==> src/rtl/tzs_pkg.sv <==
package tzs_pkg;

  typedef enum logic [1:0] {
    ST_IDLE = 2'd0,
    ST_RUN  = 2'd1,
    ST_FIN  = 2'd2,
    ST_FAIL = 2'd3
  } state_t;

  typedef enum logic [1:0] {
    ERR_NONE  = 2'd0,
    ERR_PRIV  = 2'd1,
    ERR_ALIGN = 2'd2,
    ERR_SIZE  = 2'd3
  } err_t;

  // strobes from control to datapath
  typedef struct packed {
    logic load;  // capture a new command
    logic step;  // one granule finished on both ports
  } strobe_t;

endpackage

==> src/rtl/tzs_datapath.sv <==
module tzs_datapath
  import tzs_pkg::*;
#(
  parameter int ADDR_W     = 64,
  parameter int TAG_W      = 4,
  parameter int GRAN_BYTES = 16,
  parameter int BS_W       = 4,
  parameter int BS_MIN     = 2,
  parameter int BS_MAX     = 9,
  parameter int PRIV_W     = 2,
  parameter int CNT_W      = 8
) (
  input  logic              clk,
  input  logic              rstN,
  input  strobe_t           strobe,
  input  logic [TAG_W-1:0]  cmdTag,
  input  logic [ADDR_W-1:0] cmdBase,
  input  logic              cmdUseSp,
  input  logic [BS_W-1:0]   cmdBsExp,
  input  logic [PRIV_W-1:0] cmdPriv,
  output logic [ADDR_W-1:0] curAddr,
  output logic [TAG_W-1:0]  curTag,
  output logic              lastGran,
  output err_t              checkErr,
  output logic              zeroCount
);

  localparam int GRAN_LG = $clog2(GRAN_BYTES);

  logic [ADDR_W-1:0] blockBytes;
  logic [ADDR_W-1:0] alignedBase;
  logic [CNT_W-1:0]  granCount;
  logic [CNT_W-1:0]  remain;

  // command-side decode: size, rounding and gate checks
  always_comb begin
    blockBytes  = ADDR_W'(4) << cmdBsExp;
    alignedBase = cmdBase & ~(blockBytes - ADDR_W'(1));
    granCount   = CNT_W'(blockBytes >> GRAN_LG);
    zeroCount   = (granCount == '0);
    if (cmdPriv == '0)
      checkErr = ERR_PRIV;
    else if (cmdUseSp && (cmdBase[GRAN_LG-1:0] != '0))
      checkErr = ERR_ALIGN;
    else if ((cmdBsExp < BS_W'(BS_MIN)) || (cmdBsExp > BS_W'(BS_MAX)))
      checkErr = ERR_SIZE;
    else
      checkErr = ERR_NONE;
  end

  always_ff @(posedge clk) begin
    if (!rstN) begin
      curAddr <= '0;
      curTag  <= '0;
      remain  <= '0;
    end else if (strobe.load) begin
      curAddr <= alignedBase;
      curTag  <= cmdTag;
      remain  <= granCount;
    end else if (strobe.step) begin
      curAddr <= curAddr + ADDR_W'(GRAN_BYTES);
      remain  <= remain - CNT_W'(1);
    end
  end

  assign lastGran = (remain == CNT_W'(1));

  // every granule address after a step stays granule aligned
  assert_step_aligned_R3 : assert property (@(posedge clk) disable iff (!rstN)
    strobe.step |=> (curAddr[GRAN_LG-1:0] == '0));

endmodule

==> src/rtl/tzs_ctrl.sv <==
module tzs_ctrl
  import tzs_pkg::*;
(
  input  logic    clk,
  input  logic    rstN,
  input  logic    cmdValid,
  input  err_t    checkErr,
  input  logic    zeroCount,
  input  logic    lastGran,
  input  logic    tagReady,
  input  logic    dataReady,
  output strobe_t strobe,
  output logic    cmdReady,
  output logic    tagValid,
  output logic    dataValid,
  output logic    done,
  output logic    errValid,
  output err_t    errCode
);

  state_t state;
  logic   tagSent, dataSent;
  err_t   errReg;
  logic   tagFire, dataFire, granDone, accept;

  always_comb begin
    cmdReady    = (state == ST_IDLE);
    accept      = cmdReady && cmdValid;
    tagValid    = (state == ST_RUN) && !tagSent;
    dataValid   = (state == ST_RUN) && !dataSent;
    tagFire     = tagValid && tagReady;
    dataFire    = dataValid && dataReady;
    granDone    = (state == ST_RUN) && (tagSent || tagFire) && (dataSent || dataFire);
    strobe.load = accept;
    strobe.step = granDone;
    done        = (state == ST_FIN);
    errValid    = (state == ST_FAIL);
    errCode     = errValid ? errReg : ERR_NONE;
  end

  always_ff @(posedge clk) begin
    if (!rstN) begin
      state    <= ST_IDLE;
      tagSent  <= 1'b0;
      dataSent <= 1'b0;
      errReg   <= ERR_NONE;
    end else begin
      case (state)
        ST_IDLE: if (accept) begin
          if (checkErr != ERR_NONE) begin
            state  <= ST_FAIL;
            errReg <= checkErr;
          end else if (zeroCount) begin
            state <= ST_FIN;
          end else begin
            state <= ST_RUN;
          end
        end
        ST_RUN: if (granDone && lastGran) state <= ST_FIN;
        default: state <= ST_IDLE;
      endcase
      if (granDone) begin
        tagSent  <= 1'b0;
        dataSent <= 1'b0;
      end else begin
        if (tagFire)  tagSent  <= 1'b1;
        if (dataFire) dataSent <= 1'b1;
      end
    end
  end

  assert_tag_hold_R9 : assert property (@(posedge clk) disable iff (!rstN)
    (tagValid && !tagReady) |=> tagValid);
  assert_data_hold_R9 : assert property (@(posedge clk) disable iff (!rstN)
    (dataValid && !dataReady) |=> dataValid);
  assert_refuse_quiet_R5 : assert property (@(posedge clk) disable iff (!rstN)
    (accept && (checkErr != ERR_NONE)) |=> (errValid && !tagValid && !dataValid));
  assert_done_pulse_R10 : assert property (@(posedge clk) disable iff (!rstN)
    done |=> !done);

endmodule

==> src/rtl/tag_zero_seq.sv <==
module tag_zero_seq
  import tzs_pkg::*;
#(
  parameter int ADDR_W     = 64,
  parameter int SRC_W      = 64,
  parameter int TAG_W      = 4,
  parameter int GRAN_BYTES = 16,
  parameter int BS_W       = 4,
  parameter int BS_MIN     = 2,
  parameter int BS_MAX     = 9,
  parameter int PRIV_W     = 2
) (
  input  logic                    clk,
  input  logic                    rstN,
  input  logic                    cmdValid,
  output logic                    cmdReady,
  input  logic [SRC_W-1:0]        cmdSrc,
  input  logic [ADDR_W-1:0]       cmdBase,
  input  logic                    cmdUseSp,
  input  logic [BS_W-1:0]         cmdBsExp,
  input  logic [PRIV_W-1:0]       cmdPriv,
  output logic                    tagValid,
  input  logic                    tagReady,
  output logic [ADDR_W-1:0]       tagAddr,
  output logic [TAG_W-1:0]        tagData,
  output logic                    dataValid,
  input  logic                    dataReady,
  output logic [ADDR_W-1:0]       dataAddr,
  output logic [8*GRAN_BYTES-1:0] dataBytes,
  output logic                    done,
  output logic                    errValid,
  output logic [1:0]              errCode
);

  localparam int GRAN_LG = $clog2(GRAN_BYTES);
  localparam int MAX_CNT = (4 << BS_MAX) >> GRAN_LG;
  localparam int CNT_W   = $clog2(MAX_CNT + 1);

  strobe_t           strobe;
  err_t              checkErr;
  err_t              errCodeInt;
  logic              zeroCount, lastGran;
  logic [ADDR_W-1:0] curAddr;

  tzs_datapath #(
    .ADDR_W(ADDR_W), .TAG_W(TAG_W), .GRAN_BYTES(GRAN_BYTES), .BS_W(BS_W),
    .BS_MIN(BS_MIN), .BS_MAX(BS_MAX), .PRIV_W(PRIV_W), .CNT_W(CNT_W)
  ) u_dp (
    .clk(clk), .rstN(rstN), .strobe(strobe),
    .cmdTag(cmdSrc[TAG_W-1:0]), .cmdBase(cmdBase), .cmdUseSp(cmdUseSp),
    .cmdBsExp(cmdBsExp), .cmdPriv(cmdPriv),
    .curAddr(curAddr), .curTag(tagData), .lastGran(lastGran),
    .checkErr(checkErr), .zeroCount(zeroCount)
  );

  tzs_ctrl u_ctrl (
    .clk(clk), .rstN(rstN), .cmdValid(cmdValid), .checkErr(checkErr),
    .zeroCount(zeroCount), .lastGran(lastGran),
    .tagReady(tagReady), .dataReady(dataReady), .strobe(strobe),
    .cmdReady(cmdReady), .tagValid(tagValid), .dataValid(dataValid),
    .done(done), .errValid(errValid), .errCode(errCodeInt)
  );

  assign tagAddr   = curAddr;
  assign dataAddr  = curAddr;
  assign dataBytes = '0;
  assign errCode   = errCodeInt;

endmodule

==> config.mk <==
export PLATFORM = sky130hd
export DESIGN_NAME = tag_zero_seq
export DESIGN_NICKNAME = d
export VERILOG_FILES = /design/src/rtl/tzs_pkg.sv /design/src/rtl/tzs_datapath.sv /design/src/rtl/tzs_ctrl.sv /design/src/rtl/tag_zero_seq.sv
export SDC_FILE = /design/constraint.sdc
export NUM_CORES = 1
export LEC_CHECK = 0
export ABC_AREA = 0
export BUFFER_PORTS_ARGS = -buffer_cell sky130_fd_sc_hd__buf_2
export CORE_AREA = 3 3 156 158
export CTS_CLUSTER_DIAMETER = 80
export CTS_CLUSTER_SIZE = 20
export DETAILED_ROUTE_END_ITERATION = 8
export DIE_AREA = 0 0 159 161
export GPL_TIMING_DRIVEN = 0
export PLACE_DENSITY = 0.58
export RECOVER_POWER = 100
export SETUP_SLACK_MARGIN = 0.02
export SLEW_MARGIN = 20
export SYNTH_ARGS = -nofsm -noshare
export SYNTH_HDL_FRONTEND = slang
export SYNTH_SLANG_ARGS = --single-unit
==> constraint.sdc <==
create_clock -name clk -period 3.1 [get_ports clk]
set_clock_uncertainty 0.15 [all_clocks]
set_input_delay 0.31 -clock clk [delete_from_list [all_inputs] [get_ports clk]]
set_output_delay 0.31 -clock clk [all_outputs]
set_load 0.02 [all_outputs]
# Yosys cells after proc, flatten, opt, wreduce, memory -nomap -nowiden
# Index checks and enable logic that the tools add are counted.
[word_totals] regBits=82 latchBits=0 mem_bits_rw=0 rom_bits=0 out_inout_bits=267 elab_cells=58 memories=0
[classes] n_addsub=3 mul=0 div=0 order_cmp=2 n_eq_ne=6 shifts=1 muxes=13 bitwise_logic=3 reduce_logical=23
[op_table] op="two-way mux 64 bit" n=2
[op_table] op="adder 64 x 5 -> 64 bit (second input constant)" n=1
[op_table] op="AND 64 bit" n=1
[op_table] op="inverter 64 bit" n=1
[op_table] op="left shift 3 x 4 -> 64 bit (first input constant)" n=1
[op_table] op="subtractor 64 x 1 -> 64 bit (second input constant)" n=1
[op_table] op="two-way mux 2 bit" n=8
[op_table] op="two-way mux 8 bit" n=2
[op_table] op="logical AND 1 bit" n=9
[op_table] op="equality test 8 x 1 -> 1 bit (second input constant)" n=1
[op_table] op="zero test 8 bit" n=1
[op_table] op="subtractor 8 x 1 -> 8 bit (second input constant)" n=1
[op_table] op="equality test 2 bit (second input constant)" n=2
[op_table] op="greater-than comparator 4 bit (second input constant)" n=1
[op_table] op="zero test 2 bit" n=2
[op_table] op="< comparator 4 x 2 -> 1 bit (second input constant)" n=1
[op_table] op="case mux 2 bit (2 select lines)" n=1
[op_table] op="nonzero test 2 bit" n=2
[op_table] op="nonzero test 4 bit" n=1
[op_table] op="logical OR 1 bit" n=3
[op_table] op="AND reduction 3 bit" n=1
[op_table] op="equality test 2 x 1 -> 1 bit (second input constant)" n=1
[op_table] op="zero test 1 bit" n=2
[op_table] op="!= test 2 x 1 -> 1 bit (second input constant)" n=1
[op_table] op="other kinds (4)" n=4

# Logic depth before layout (Yosys ltp)
# Gate-level depths: netlist of run 1.
[logic_depth] depth_word=9 mapped_depth=12 ltp_nobuf=10

# Hierarchy
# A second synthesis of run 1 with hierarchy kept.
[unflattened] hier_cells=885 hier_area_um2=6701.4
[modules_own_cells] mod="tzs_datapath" instances=1 cells_each=649 area_per_inst_um2=4895.9 seq_area_each_um2=1481.4
[modules_own_cells] mod="tag_zero_seq" instances=1 cells_each=193 area_per_inst_um2=1445.1 seq_area_each_um2=0.0
[modules_own_cells] mod="tzs_ctrl" instances=1 cells_each=43 area_per_inst_um2=360.3 seq_area_each_um2=120.1

# Worst setup path after synthesis of run 1
# No wires, ideal clock.
[synth_timing] kind="input-to-reg" startpoint="input cmdBsExp[3]" endpoint="register u_dp.curAddr[12]" arrival_time_ns=2.562 setup_slack_ns=0.272 path_stages=11 cell_sequence="clkbuf_1 clkbuf_1 nor2_1 nand2_1 ha_1 or4b_2 and2_1 clkbuf_1 nand3_1 a21oi_1 o211a_1"
[synth_between] elab_chain_len=5
[synth_lines] element="start, declared" line="tag_zero_seq.sv:20" source="input logic [BS_W-1:0] cmdBsExp,"
[synth_lines] element="left shift 3 x 4 -> 64 bit" line="tzs_datapath.sv:37" source="blockBytes = ADDR_W'(4) << cmdBsExp;"
[synth_lines] element="subtractor 64 x 1 -> 64 bit" line="tzs_datapath.sv:38" source="alignedBase = cmdBase & ~(blockBytes - ADDR_W'(1));"
[synth_lines] element="inverter 64 bit" line="tzs_datapath.sv:38"
[synth_lines] element="AND 64 bit" line="tzs_datapath.sv:38"
[synth_lines] element="two-way mux 64 bit" line="tzs_datapath.sv:56" source="end else if (strobe.load) begin"
[synth_lines] element="end signal, assigned" line="tzs_datapath.sv:57" source="curAddr <= alignedBase;"
[synth_lines] element="end signal, assigned" line="tzs_datapath.sv:61" source="curAddr <= curAddr + ADDR_W'(GRAN_BYTES);"
[synth_lines] element="end, declared" line="tzs_datapath.sv:21" source="output logic [ADDR_W-1:0] curAddr,"
# No other way between the ends.
# A chain may end at the register's enable or synchronous reset.

# Final worst setup path of run 1
[layout_timing] startpoint="input cmdBsExp[1]" endpoint="register u_dp.curAddr[12]"
# Same word-level chain as after synthesis.

==> metrics.sh, run 1 <==
DP_HPWL_UM=20300
CRIT_SLOWEST_CELL='or4b_2'
SEQUENTIAL_CELL_AREA_MM2=0.00160
STATUS='completed'
ANTENNA_VIOLATING_NETS_POST_ROUTE=0
CP.REQUIRED_PS=3190
TIMING.FINAL.MAX_SLEW_VIOLATIONS=0
CTS_BUFFER_DEPTH=2
DIE_OUTLINE_AREA_MM2=0.0256
WORST-SETUP-PATH-TYPE='in2reg'
FIRST_GLOBAL_VIAS=6222
CTS_BUFFERS=9
OVERFLOW=0
POWER_LEAKAGE_nW=3.79
SYN-INSTANCE-COUNT=830
SYNTHESIS.YOSYS.WARNINGS=0
SYNTH-EDFF-COUNT=0
MAX_CLOCK_FREQ_MHz=343
IO_BUFFERS=212
FINAL_HOLD_VIOL_COUNT=0
FINAL.PERIOD_UTILIZATION_PCT=94.2
BOUNDARYPINS=407
GRT_PASS1_WL_UM=37900
CRIT_PATH_MAX_CELL_DELAY_PS=670
ROW_COUNT=56
HTREE_LEVELS=3
TOTAL_AREA_OF_MULTI_INPUT_COMBINATIONAL_CELLS_MM2=0.00348
ROUTEDWLPERCELL_UM=17.2
CORE_AREA_MM2=0.0233
VDD_DROP_MAX_mV=0.238
CTS_TREE='built'
CAP_VIOLATIONS=0
DR.FIRST_ITER.DRC_COUNT=595
SYNTHTOLAYOUTAREAGROWTH_PCT=34.1
SYNTHDISTINCTLIBCELLS=65
DIE_HEIGHT_UM=161
START_KIND='input port'
TIMING.CRITICAL_PATH.FANOUT_MAX=10
CLOCK-ROOT-BUFFER='clkbuf_16'
P_TOTAL_mW=3.70
WORST_EP_ARRIVAL_TIME_PS=3010
POWER_DENSITY_mW_PER_MM2=442
GRT_ANTENNA_BEFORE_REPAIR=2
SLEW_HEADROOM_PCT=42.4
MIN-DELAY-PATH-CLASS='in2reg'
DRC_ERRORS=0
FINAL.MIN_CLOCK_PERIOD_PS=2920
CRIT_PATH_CELL_TRACE='buf_2 > clkbuf_1 > nor2_1 > nand2_1 > ha_1 > or4b_2 > and2_0 > clkbuf_2 > nand3_1 > a21oi_1 > o211a_1'
VIAS=6856
UNREPAIRED_SETUP_ENDPOINTS_AFTER_GLOBAL_ROUTING='no'
SYNTH_TOP_FLOP_CELL='dfxtp_1'
DIE-WIDTH_UM=159
SYNTHARSTFLOPSHARE_PCT=0
SEQ_TOTAL_AREA_YOSYS_PCT=25.6
FILLCELLCOUNT=2587
CLK_PIN_SLEW_PS=70
CTS-RESIZED-GATES=2
FIN_UTIL_PCT=36.1
SYNTHESIS.AREA_MM2=0.00626
OVERALL_FRACTION_OF_GLOBAL_ROUTE_TRACKS_IN_USE_PCT=19.1
ROUTED_WL_UM=26000
DR.MAX_LAYER_USED='met5'
SYN_AREA_PER_CELL_UM2=7.54
WORST_PIN_SLEW_PS=864
TOTAL_ROUTED_WIRE_LENGTH_ON_THE_MET1_LAYER_UM=10500
FIRST_PASS_ITERATION_COUNT_OF_THE_DETAILED_ROUTER=5
DETAIL_ROUTE.VIAS_PER_CELL=4.54
CTS_HOLD_REPAIR.BUFFERS=0
ROUTABILITYCONGESTION=0.888
SETUP_VIOL_COUNT_FINAL=0
LAYOUT-DRIVE-GT1-SHARE_PCT=28.8
EFFECTIVE_UTILIZATION_AT_FLOORPLAN_PCT=26.9
FIN_NETS=1329
CRIT_END_CATEGORY='flip-flop'
GRT_MAX_DEGREE=14
WL_MET2_UM=12200
CTS.SINKS=80
WL_MET3_UM=2630
FIN_TNS_SETUP_PS=0
CTS_SETUP_BUFFERS=0
INSERTION_DELAY_PS=350
YS_FF_LATCH=80
[final timing paths]
check / slack [ps] / end / depth (start not counted) / start
min: 6 / u_dp.curAddr[26] / 3 / cmdBase[26]
min reg2reg: 310 / u_dp.curTag[0] / 2 / u_dp.curTag[0]
max reg2reg: 180 / u_dp.curAddr[2] / 7 / u_ctrl.state[1]
max: 180 / u_dp.curAddr[12] / 11 / cmdBsExp[1]
[through the flow]
step	hold slack (ps)	std cells	setup WS, ps	cell area [um^2]
final	5.77	1509	181	8390
after global routing	25.8	1509	21.6	8390
after CTS	3.94	1508	60.3	8520
after detailed placement	297	1492	-400	8210
after global placement	291	1492	-422	8210
after floorplan	269	961	272	6750
[cells by family after synthesis]
group / Yosys count / synth area share, %
and+or+nand+nor: 286 / 24.1
other: 1 / 0.0599
buffers and inverters: 245 / 26.6
AOI/OAI and AO/OA: 170 / 16.4
adders and majority gates: 5 / 1.00
xor gates and xnor gates: 39 / 5.46
muxes: 4 / 0.680
DFF: 80 / 25.6
[Yosys cell counts (all sizes together) (2+ instances only)]
cell    count  area, um^2
or2         5        31.3
nor3b       2        15.0
ha          5        62.6
or4         5        41.3
and2b       2        15.0
a211oi     13        97.6
nor4b       2        23.8
nand4      26         163
nand3      29         145
nor4       16         121
a311oi      4        35.0
and3       13        81.3
clkbuf     34         128
xnor2      24         210
nand4b      2        17.5
nor2       48         180
nand2b      2        12.5
o21a        3        22.5
o211a       2        20.0
a21o        3        22.5
and2       14        87.6
buf       201        1500
xor2       15         131
a22o        2        17.5
inv        10        37.5
mux2i       2        20.0
and4       10        87.6
nor2b       4        25.0
mux2        2        22.5
o211ai      4        30.0
o22ai       2        12.5
o21ai      42         210
a31oi      12        75.1
or3         6        42.5
a21boi      2        15.0
nand2      75         282
a21oi      63         315
dfxtp      80        1600
nor3       23         120
o41ai       2        17.5
a211o       2        17.5
o31ai       4        30.0
[state kept, by name (all words and copies together) (netlist names)]
signal / count
u_ctrl.dataSent: 1
u_ctrl.errReg: 2
u_ctrl.state: 2
u_ctrl.tagSent: 1
u_dp.curAddr: 62
u_dp.curTag: 4
u_dp.remain: 8
[worst max-delay path: cells and delay by family]
| family | cells | cell delay [ps] |
|---|---|---|
| buffers and inverters | 3 | 710 |
| and+or+nand+nor | 5 | 1420 |
| AOI/OAI and AO/OA | 2 | 300 |
| adders and majority gates | 1 | 250 |
[where the power goes]
part	leakage, nW	total (mW)	switching (mW)	internal [mW]
combinational	2.98	1.24	0.783	0.456
sequential	0.657	1.28	0.162	1.12
clock	0.156	1.18	0.477	0.704
total	3.79	3.70	1.42	2.28
[placed cells by master (no fill, tap or decap), types with 29 or more instances in the layout]
cell      count
buf_2       113
nor2_1       48
clkbuf_1    133
dfxtp_1      80
conb_1      132
nand3_1      29
o21ai_0      41
a21oi_1      63
buf_4       159
nand2_1      75
clkbuf_4     34
[area by class of cell]
type                            instances  area share [%]
Clock buffer                           10            2.73
Tap cell                              319            4.76
Multi-Input combinational cell        636            41.4
Antenna cell                            1          0.0298
Inverter                               10           0.447
Sequential cell                        80            19.1
Buffer                                235            19.3
Clock inverter                          6           0.999
Timing Repair Buffer                  212            11.2
[per-layer routing]
| layer | track usage (%) | vias up |
|---|---|---|
| met1 | 23.8 | 3102 |
| met3 | 5.95 | 44 |
| met4 | 5.17 | 4 |
| li1 | - | 3310 |
| met5 | 1.52 | - |
| met2 | 31.9 | 396 |
No activity file was read; power rests on OpenSTA's default activity.
==> inputs of run 2 (changes only) <==
- REMOVE_ABC_BUFFERS: default -> 1
==> metrics.sh, run 2 (synthesis results as in run 1) <==
GRT_MAX_DEGREE=44  # +30
FINAL.MIN_CLOCK_PERIOD_PS=2900  # -21.9 ps
REG2REG_SLACK_PS=200  # +20 ps
CTS_SETUP_BUFFERS=0  # unchanged
LAYOUT-DRIVE-GT1-SHARE_PCT=12.6  # -16 points
CAP_VIOLATIONS=0  # unchanged
CTS_TREE='built'
SLEW_HEADROOM_PCT=42.5  # +0.14 points
SYNTHTOLAYOUTAREAGROWTH_PCT=9.44
WORST_PIN_SLEW_PS=859  # -5.19 ps
ROUTEDWLPERCELL_UM=16.7  # -3.1%
POWER_LEAKAGE_nW=2.62  # -31%
ROUTED_WL_UM=21400  # -18%
FINAL_COMMON_CELL='clkbuf_1'
CLOCK-ROOT-BUFFER='clkbuf_16'
EFFECTIVE_UTILIZATION_AT_FLOORPLAN_PCT=26.9  # unchanged
OVERFLOW=0  # unchanged
CRIT_END_CATEGORY='flip-flop'
START_KIND='flip-flop'
MIN_DELAY_PATH_DEPTH=3  # unchanged
P_TOTAL_mW=3.45  # -6.9%
CP.REQUIRED_PS=3220  # +30 ps
HOLD_PATH_STARTPOINT='cmdBase[58]'
REG.LARGEST.LIST='u_dp.curAddr (62), u_dp.remain (8), u_dp.curTag (4)'
HIGHEST_COUNT_CELLS_IN_THE_LAYOUT_IGNORING_FILL_AND_TAPS='clkbuf_1 (137), conb_1 (132), dfxtp_1 (80)'
NUMBER_OF_CELLS_TRAVERSED_BY_THE_WORST_REGISTER_TO_REGISTER_PATH=7  # unchanged
FINAL_HOLD_VIOL_COUNT=0  # unchanged
ROUTABILITYCONGESTION=0.824  # -7.2%
IO_BUFFERS=214  # +0.94%
DIE-WIDTH_UM=159  # unchanged
DIE_OUTLINE_AREA_MM2=0.0256  # unchanged
OVERALL_FRACTION_OF_GLOBAL_ROUTE_TRACKS_IN_USE_PCT=15.8  # -3.2 points
LARGEST_REGISTER='u_dp.curAddr'
WORST_EP_ARRIVAL_TIME_PS=3010  # about the same
CTS_BUFFERS=9  # unchanged
FIRST_GLOBAL_VIAS=5334  # -14%
INSERTION_DELAY_PS=350  # about the same
FIN_NETS=1102  # -17%
DIE_HEIGHT_UM=161  # unchanged
WORST_R2R_STARTPOINT='u_dp.curAddr[4]'
MIN-DELAY-PATH-CLASS='in2reg'
POST-PLACE-CELLS=1265  # -15%
ANTENNA_VIOLATING_NETS_POST_ROUTE=0  # unchanged
CTS.SINKS=80  # unchanged
GRT_ANTENNA_BEFORE_REPAIR=3  # +1
UNREPAIRED_SETUP_ENDPOINTS_AFTER_GLOBAL_ROUTING='no'
HOLDPATHEND='u_dp.curAddr[58]'
GRT_PASS1_WL_UM=32000  # -16%
HTREE_LEVELS=3  # unchanged
FIN_UTIL_PCT=29.4  # -6.6 points
DETAIL_ROUTE.VIAS_PER_CELL=4.65  # +2.4%
BOUNDARYPINS=407  # unchanged
DRC_ERRORS=0  # unchanged
CORE_AREA_MM2=0.0233  # unchanged
VIAS=5958  # -13%
STATUS='completed'
SETUP_VIOL_COUNT_FINAL=0  # unchanged
CTS_BUFFER_DEPTH=2  # unchanged
FIRST_PASS_ITERATION_COUNT_OF_THE_DETAILED_ROUTER=5  # unchanged
MAX_CLOCK_FREQ_MHz=345  # +0.76%
CLK_PIN_SLEW_PS=70  # about the same
FINAL.PERIOD_UTILIZATION_PCT=93.5  # -0.71 points
TIMING.FINAL.MAX_SLEW_VIOLATIONS=0  # unchanged
DP_HPWL_UM=16300  # -20%
VDD_DROP_MAX_mV=0.262  # +10%
DIODES=0  # -1
LARGEST_REGISTER_FF_COUNT=62  # unchanged
DR.FIRST_ITER.DRC_COUNT=299  # -50%
POWER_DENSITY_mW_PER_MM2=504  # +14%
WORST_R2R_ENDPOINT='u_dp.curAddr[56]'
WORST-SETUP-PATH-TYPE='reg2reg'
LAYOUT.CELLS.NON_FILLER=1281  # -15%
TIMING.CRITICAL_PATH.FANOUT_MAX=9  # -1
ROW_COUNT=56  # unchanged
## run 2: timing repair
action,4_1_cts,5_1_grt
setup endpoints to repair,4,6
hold buffers,0,0
gates resized for setup,2,3
pin swaps,0,1
## run 2: layout make-up
cell class	instances	area, um^2
Sequential cell	80	1600
Fill cell	2659	16400
Clock inverter	4	76.3
Multi-Input combinational cell	636	3510
Clock buffer	12	256
Timing Repair Buffer	220	966
Inverter	10	37.5
Tap cell	319	399
## run 2: where the power goes
group	switching (mW)	total (mW)	leakage, nW	internal, mW
clock	0.466	1.22	0.159	0.752
combinational	0.684	0.946	1.80	0.261
sequential	0.163	1.29	0.657	1.12
total	1.31	3.45	2.62	2.14
## run 2: worst max path at each step
stage | end | slack, ps | start | cells past startpoint
3_3_place_gp | u_dp.curAddr[32] | -4610 | u_ctrl.state[1] | 4
4_1_cts | u_dp.curAddr[14] | 50 | cmdBsExp[3] | 10
6_report | u_dp.curAddr[56] | 200 | u_dp.curAddr[4] | 7
3_5_place_dp | u_dp.curAddr[14] | -570 | cmdBsExp[3] | 10
2_1_floorplan | u_dp.curAddr[22] | -1120 | u_ctrl.state[1] | 5
5_1_grt | u_dp.curAddr[37] | 40 | u_dp.curAddr[10] | 6
## run 2: per-stage QoR
stage / worst slack (ps) / hold slack, ps / area, um^2 / setup TNS [ps]
2_1_floorplan: -1120 / 269 / 5120 / -27490
3_3_place_gp: -4610 / 294 / 6590 / -171460
3_5_place_dp: -573 / 297 / 6680 / -3940
4_1_cts: 52.0 / 12.3 / 7020 / 0
5_1_grt: 37.0 / 43.0 / 6850 / 0
6_report: 203 / 17.6 / 6850 / 0
## run 2: metal layers
metal | GRT usage [%] | part of all wire [%] | wire, um | vias to the layer above
met5 | 0 | 0.20 | 42 | -
met4 | 2.79 | 0.95 | 204 | 6
met1 | 19.8 | 42 | 8960 | 2796
met3 | 3.67 | 7.5 | 1600 | 20
li1 | - | - | - | 2857
met2 | 28.2 | 49 | 10600 | 279
## run 2: worst max-delay path: stages (launching register included)
cell and delay, ps:
dfxtp_1 440, ha_1 230, nand3_1 190, nor3_1 480, nand4_1 560, nor3_1 450, xnor2_1 100, a211oi_1 220
==> inputs of run 3 (changes only) <==
--- a/config.mk
+++ b/config.mk
@@ -8,14 +8,16 @@
 export ABC_AREA = 0
 export BUFFER_PORTS_ARGS = -buffer_cell sky130_fd_sc_hd__buf_2
-export CORE_AREA = 3 3 156 158
+export CORE_ASPECT_RATIO = 0.75
+export CORE_MARGIN = 3
+export CORE_UTILIZATION = 25
 export CTS_CLUSTER_DIAMETER = 80
 export CTS_CLUSTER_SIZE = 20
 export DETAILED_ROUTE_END_ITERATION = 8
-export DIE_AREA = 0 0 159 161
 export GPL_TIMING_DRIVEN = 0
-export PLACE_DENSITY = 0.58
+export PLACE_DENSITY = 0.55
 export RECOVER_POWER = 100
 export REMOVE_ABC_BUFFERS = 1
 export SETUP_SLACK_MARGIN = 0.02
+export SKIP_CTS_REPAIR_TIMING = 1
 export SLEW_MARGIN = 20
 export SYNTH_ARGS = -nofsm -noshare
==> constraint.sdc (replaced) <==
create_clock -name clk -period 3.1 [get_ports clk]
set_clock_uncertainty 0.15 [all_clocks]
set_input_delay 0.93 -clock clk [delete_from_list [all_inputs] [get_ports clk]]
set_output_delay 0.93 -clock clk [all_outputs]
set_load 0.02 [all_outputs]
==> metrics.sh, run 3 (synthesis results as in run 1) <==
LARGEST_DELAY_SHARE_FAMILY_WORST_PATH='simple AND/OR/NAND/NOR gates'
GRT_ANTENNA_BEFORE_REPAIR=0  # -3
MIN-DELAY-PATH-CLASS='reg2reg'
TOTAL_AREA_OF_MULTI_INPUT_COMBINATIONAL_CELLS_MM2=0.00353  # +0.64%
CRIT_SLOWEST_CELL='or4b_4'
FINAL_COMMON_CELL='clkbuf_1'
SEQ_POWER_SHARE_PCT=37.1  # -0.2 points
INSERTION_DELAY_PS=360  # about the same
WORST-SETUP-PATH-TYPE='in2reg'
POWER_LEAKAGE_nW=2.66  # +1.6%
FINAL_HOLD_VIOL_COUNT=0  # unchanged
CLK_PIN_SLEW_PS=70  # about the same
LARGEST_REGISTER='u_dp.curAddr'
CAP_VIOLATIONS=0  # unchanged
WORST_R2R_ENDPOINT='u_dp.curAddr[54]'
VDD_DROP_MAX_mV=0.248  # -5.4%
FILLCELLCOUNT=2762  # +3.9%
WORST_EP_ARRIVAL_TIME_PS=3030  # +20 ps
NUMBER_OF_CELLS_TRAVERSED_BY_THE_WORST_REGISTER_TO_REGISTER_PATH=6  # -1
DIODES=0  # unchanged
SYNTHTOLAYOUTAREAGROWTH_PCT=10.8
FINAL.MIN_CLOCK_PERIOD_PS=2960  # +60.3 ps
CORE_AREA_MM2=0.0243  # +4.4%
CTS_TREE='built'
DIE_HEIGHT_UM=143  # -11%
SWITCH_PWR_mW=1.31  # -0.16%
DIE-WIDTH_UM=189  # +19%
DIE_OUTLINE_AREA_MM2=0.0270  # +5.4%
LAYOUT.CELLS.NON_FILLER=1299  # +1.4%
DP_HPWL_UM=15800  # -2.9%
VIAS=5912  # -0.77%
CRIT_PATH_CELL_TRACE='buf_2 > inv_1 > nor2_1 > nand2_1 > ha_4 > or4b_4 > and2_4 > o211a_1 > a31o_2 > a21oi_1 > nor3_1'
ROUTED_WL_UM=21100  # -1.3%
CP.REQUIRED_PS=3180  # -40 ps
EFFECTIVE_UTILIZATION_AT_FLOORPLAN_PCT=25.8  # -1.1 points
SEQUENTIAL_CELL_AREA_MM2=0.00160  # unchanged
IO_BUFFERS=214  # unchanged
CRITICAL_PATH_DEPTH=11  # +4
SWITCHING_SHARE_OF_POWER_PCT=38.2  # +0.11 points
POWER_DENSITY_mW_PER_MM2=495  # -1.7%
CTS.SINKS=80  # unchanged
STATUS='completed'
GRT_PASS1_WL_UM=31500  # -1.4%
FINAL.PERIOD_UTILIZATION_PCT=95.4  # +1.9 points
CRIT_PATH_MAX_CELL_DELAY_PS=510  # -50 ps
FIN_NETS=1108  # +0.54%
TIMING.CRITICAL_PATH.FANOUT_MAX=14  # +5
HTREE_LEVELS=3  # unchanged
SLEW_HEADROOM_PCT=39.2  # -3.3 points
CTS_BUFFERS=9  # unchanged
START_KIND='input port'
FIN_TNS_SETUP_PS=0  # unchanged
CLOCK-ROOT-BUFFER='clkbuf_16'
ANTENNA_VIOLATING_NETS_POST_ROUTE=0  # unchanged
BOUNDARYPINS=407  # unchanged
ROUTABILITYCONGESTION=0.754  # -8.5%
ROUTEDWLPERCELL_UM=16.3  # -2.7%
CTS_BUFFER_DEPTH=2  # unchanged
REG.LARGEST.LIST='u_dp.curAddr (62), u_dp.remain (8), u_dp.curTag (4)'
SETUP_VIOL_COUNT_FINAL=0  # unchanged
CP_NUM_BUF_INV=2  # +2
ROW_COUNT=49  # -13%
FIRST_GLOBAL_VIAS=5292  # -0.79%
FIN_UTIL_PCT=28.5  # -0.89 points
CRIT_END_CATEGORY='flip-flop'
PWR-SHARE-CLK_PCT=34.8  # -0.5 points
GRT_MAX_DEGREE=44  # unchanged
PRE_CTS_WS_PS=-1270  # -700 ps
FIRST_PASS_ITERATION_COUNT_OF_THE_DETAILED_ROUTER=5  # unchanged
WORST_PIN_SLEW_PS=911  # +52.6 ps
P_INT_mW=2.12  # -0.64%
HIGHEST_COUNT_CELLS_IN_THE_LAYOUT_IGNORING_FILL_AND_TAPS='clkbuf_1 (139), conb_1 (132), dfxtp_1 (80)'
TIMING.FINAL.MAX_SLEW_VIOLATIONS=0  # unchanged
OVERFLOW=0  # unchanged
DRC_ERRORS=0  # unchanged
FINALWORSTSETUPSLACK_PS=143  # -60.3 ps
POST-PLACE-CELLS=1279  # +1.1%
DR.FIRST_ITER.DRC_COUNT=420  # +40%
OVERALL_FRACTION_OF_GLOBAL_ROUTE_TRACKS_IN_USE_PCT=15.0  # -0.86 points
WORST_R2R_STARTPOINT='u_dp.curAddr[10]'
REG2REG_SLACK_PS=190  # about the same
DETAIL_ROUTE.VIAS_PER_CELL=4.55  # -2.1%
MAX_CLOCK_FREQ_MHz=338  # -2.0%
LAYOUT-DRIVE-GT1-SHARE_PCT=13.1  # +0.54 points
LARGEST_REGISTER_FF_COUNT=62  # unchanged
COMBPWRFRAC_PCT=28.2  # +0.8 points
CRITICAL_PATH.STARTPOINT='cmdBsExp[0]'
CP-ENDPOINT='u_dp.curAddr[14]'
UNREPAIRED_SETUP_ENDPOINTS_AFTER_GLOBAL_ROUTING='yes'
## run 3: final cells by class
cell class | instances | share of cell area [%]
Tap cell | 331 | 5.98
Inverter | 10 | 0.542
Clock buffer | 13 | 3.61
Timing Repair Buffer | 226 | 14.9
Multi-Input combinational cell | 636 | 51.0
Sequential cell | 80 | 23.1
Clock inverter | 3 | 0.939
## run 3: worst min path at each step
stage / startpoint / to / slack (ps) / cells after the start
global route: u_dp.curTag[0] / u_dp.curTag[0] / 320 / 2
detailed placement: u_dp.curTag[0] / u_dp.curTag[0] / 300 / 2
CTS: u_dp.curTag[0] / u_dp.curTag[0] / 310 / 2
global placement: u_dp.curTag[2] / u_dp.curTag[2] / 290 / 2
finish: u_dp.curTag[0] / u_dp.curTag[0] / 300 / 2
floorplan: u_ctrl.errReg[0] / u_ctrl.errReg[0] / 280 / 2
## run 3: metal layers
layer	wire length (um)	GRT usage (%)
met4	411	4.62
met5	0	0
met2	9130	21.6
met3	1830	4.42
met1	9740	21.4
## run 3: worst reg2reg max path: stages, from the launching register on
cell and delay (ps):
dfxtp_1 460, and3_1 420, and2_1 360, nand4_1 320
nor4_1 570, mux2i_1 140, a2111oi_0 380
## run 3: power groups by stage
stage | combinational [mW] | clock [mW] | sequential, mW
after floorplan | 0.462 | 0 | 1.44
after global routing | 1.06 | 1.27 | 1.30
after detailed placement | 1.00 | 0 | 1.29
after global placement | 0.988 | 0 | 1.29
after CTS | 1.01 | 1.23 | 1.27
final | 0.968 | 1.19 | 1.27
## run 3: stage by stage
stage	hold WS [ps]	power [mW]	instance area (um^2)
after floorplan	279	1.90	5120
after global placement	289	2.27	6610
after detailed placement	297	2.29	6730
after CTS	307	3.50	7050
after global routing	318	3.63	6930
final	304	3.43	6930
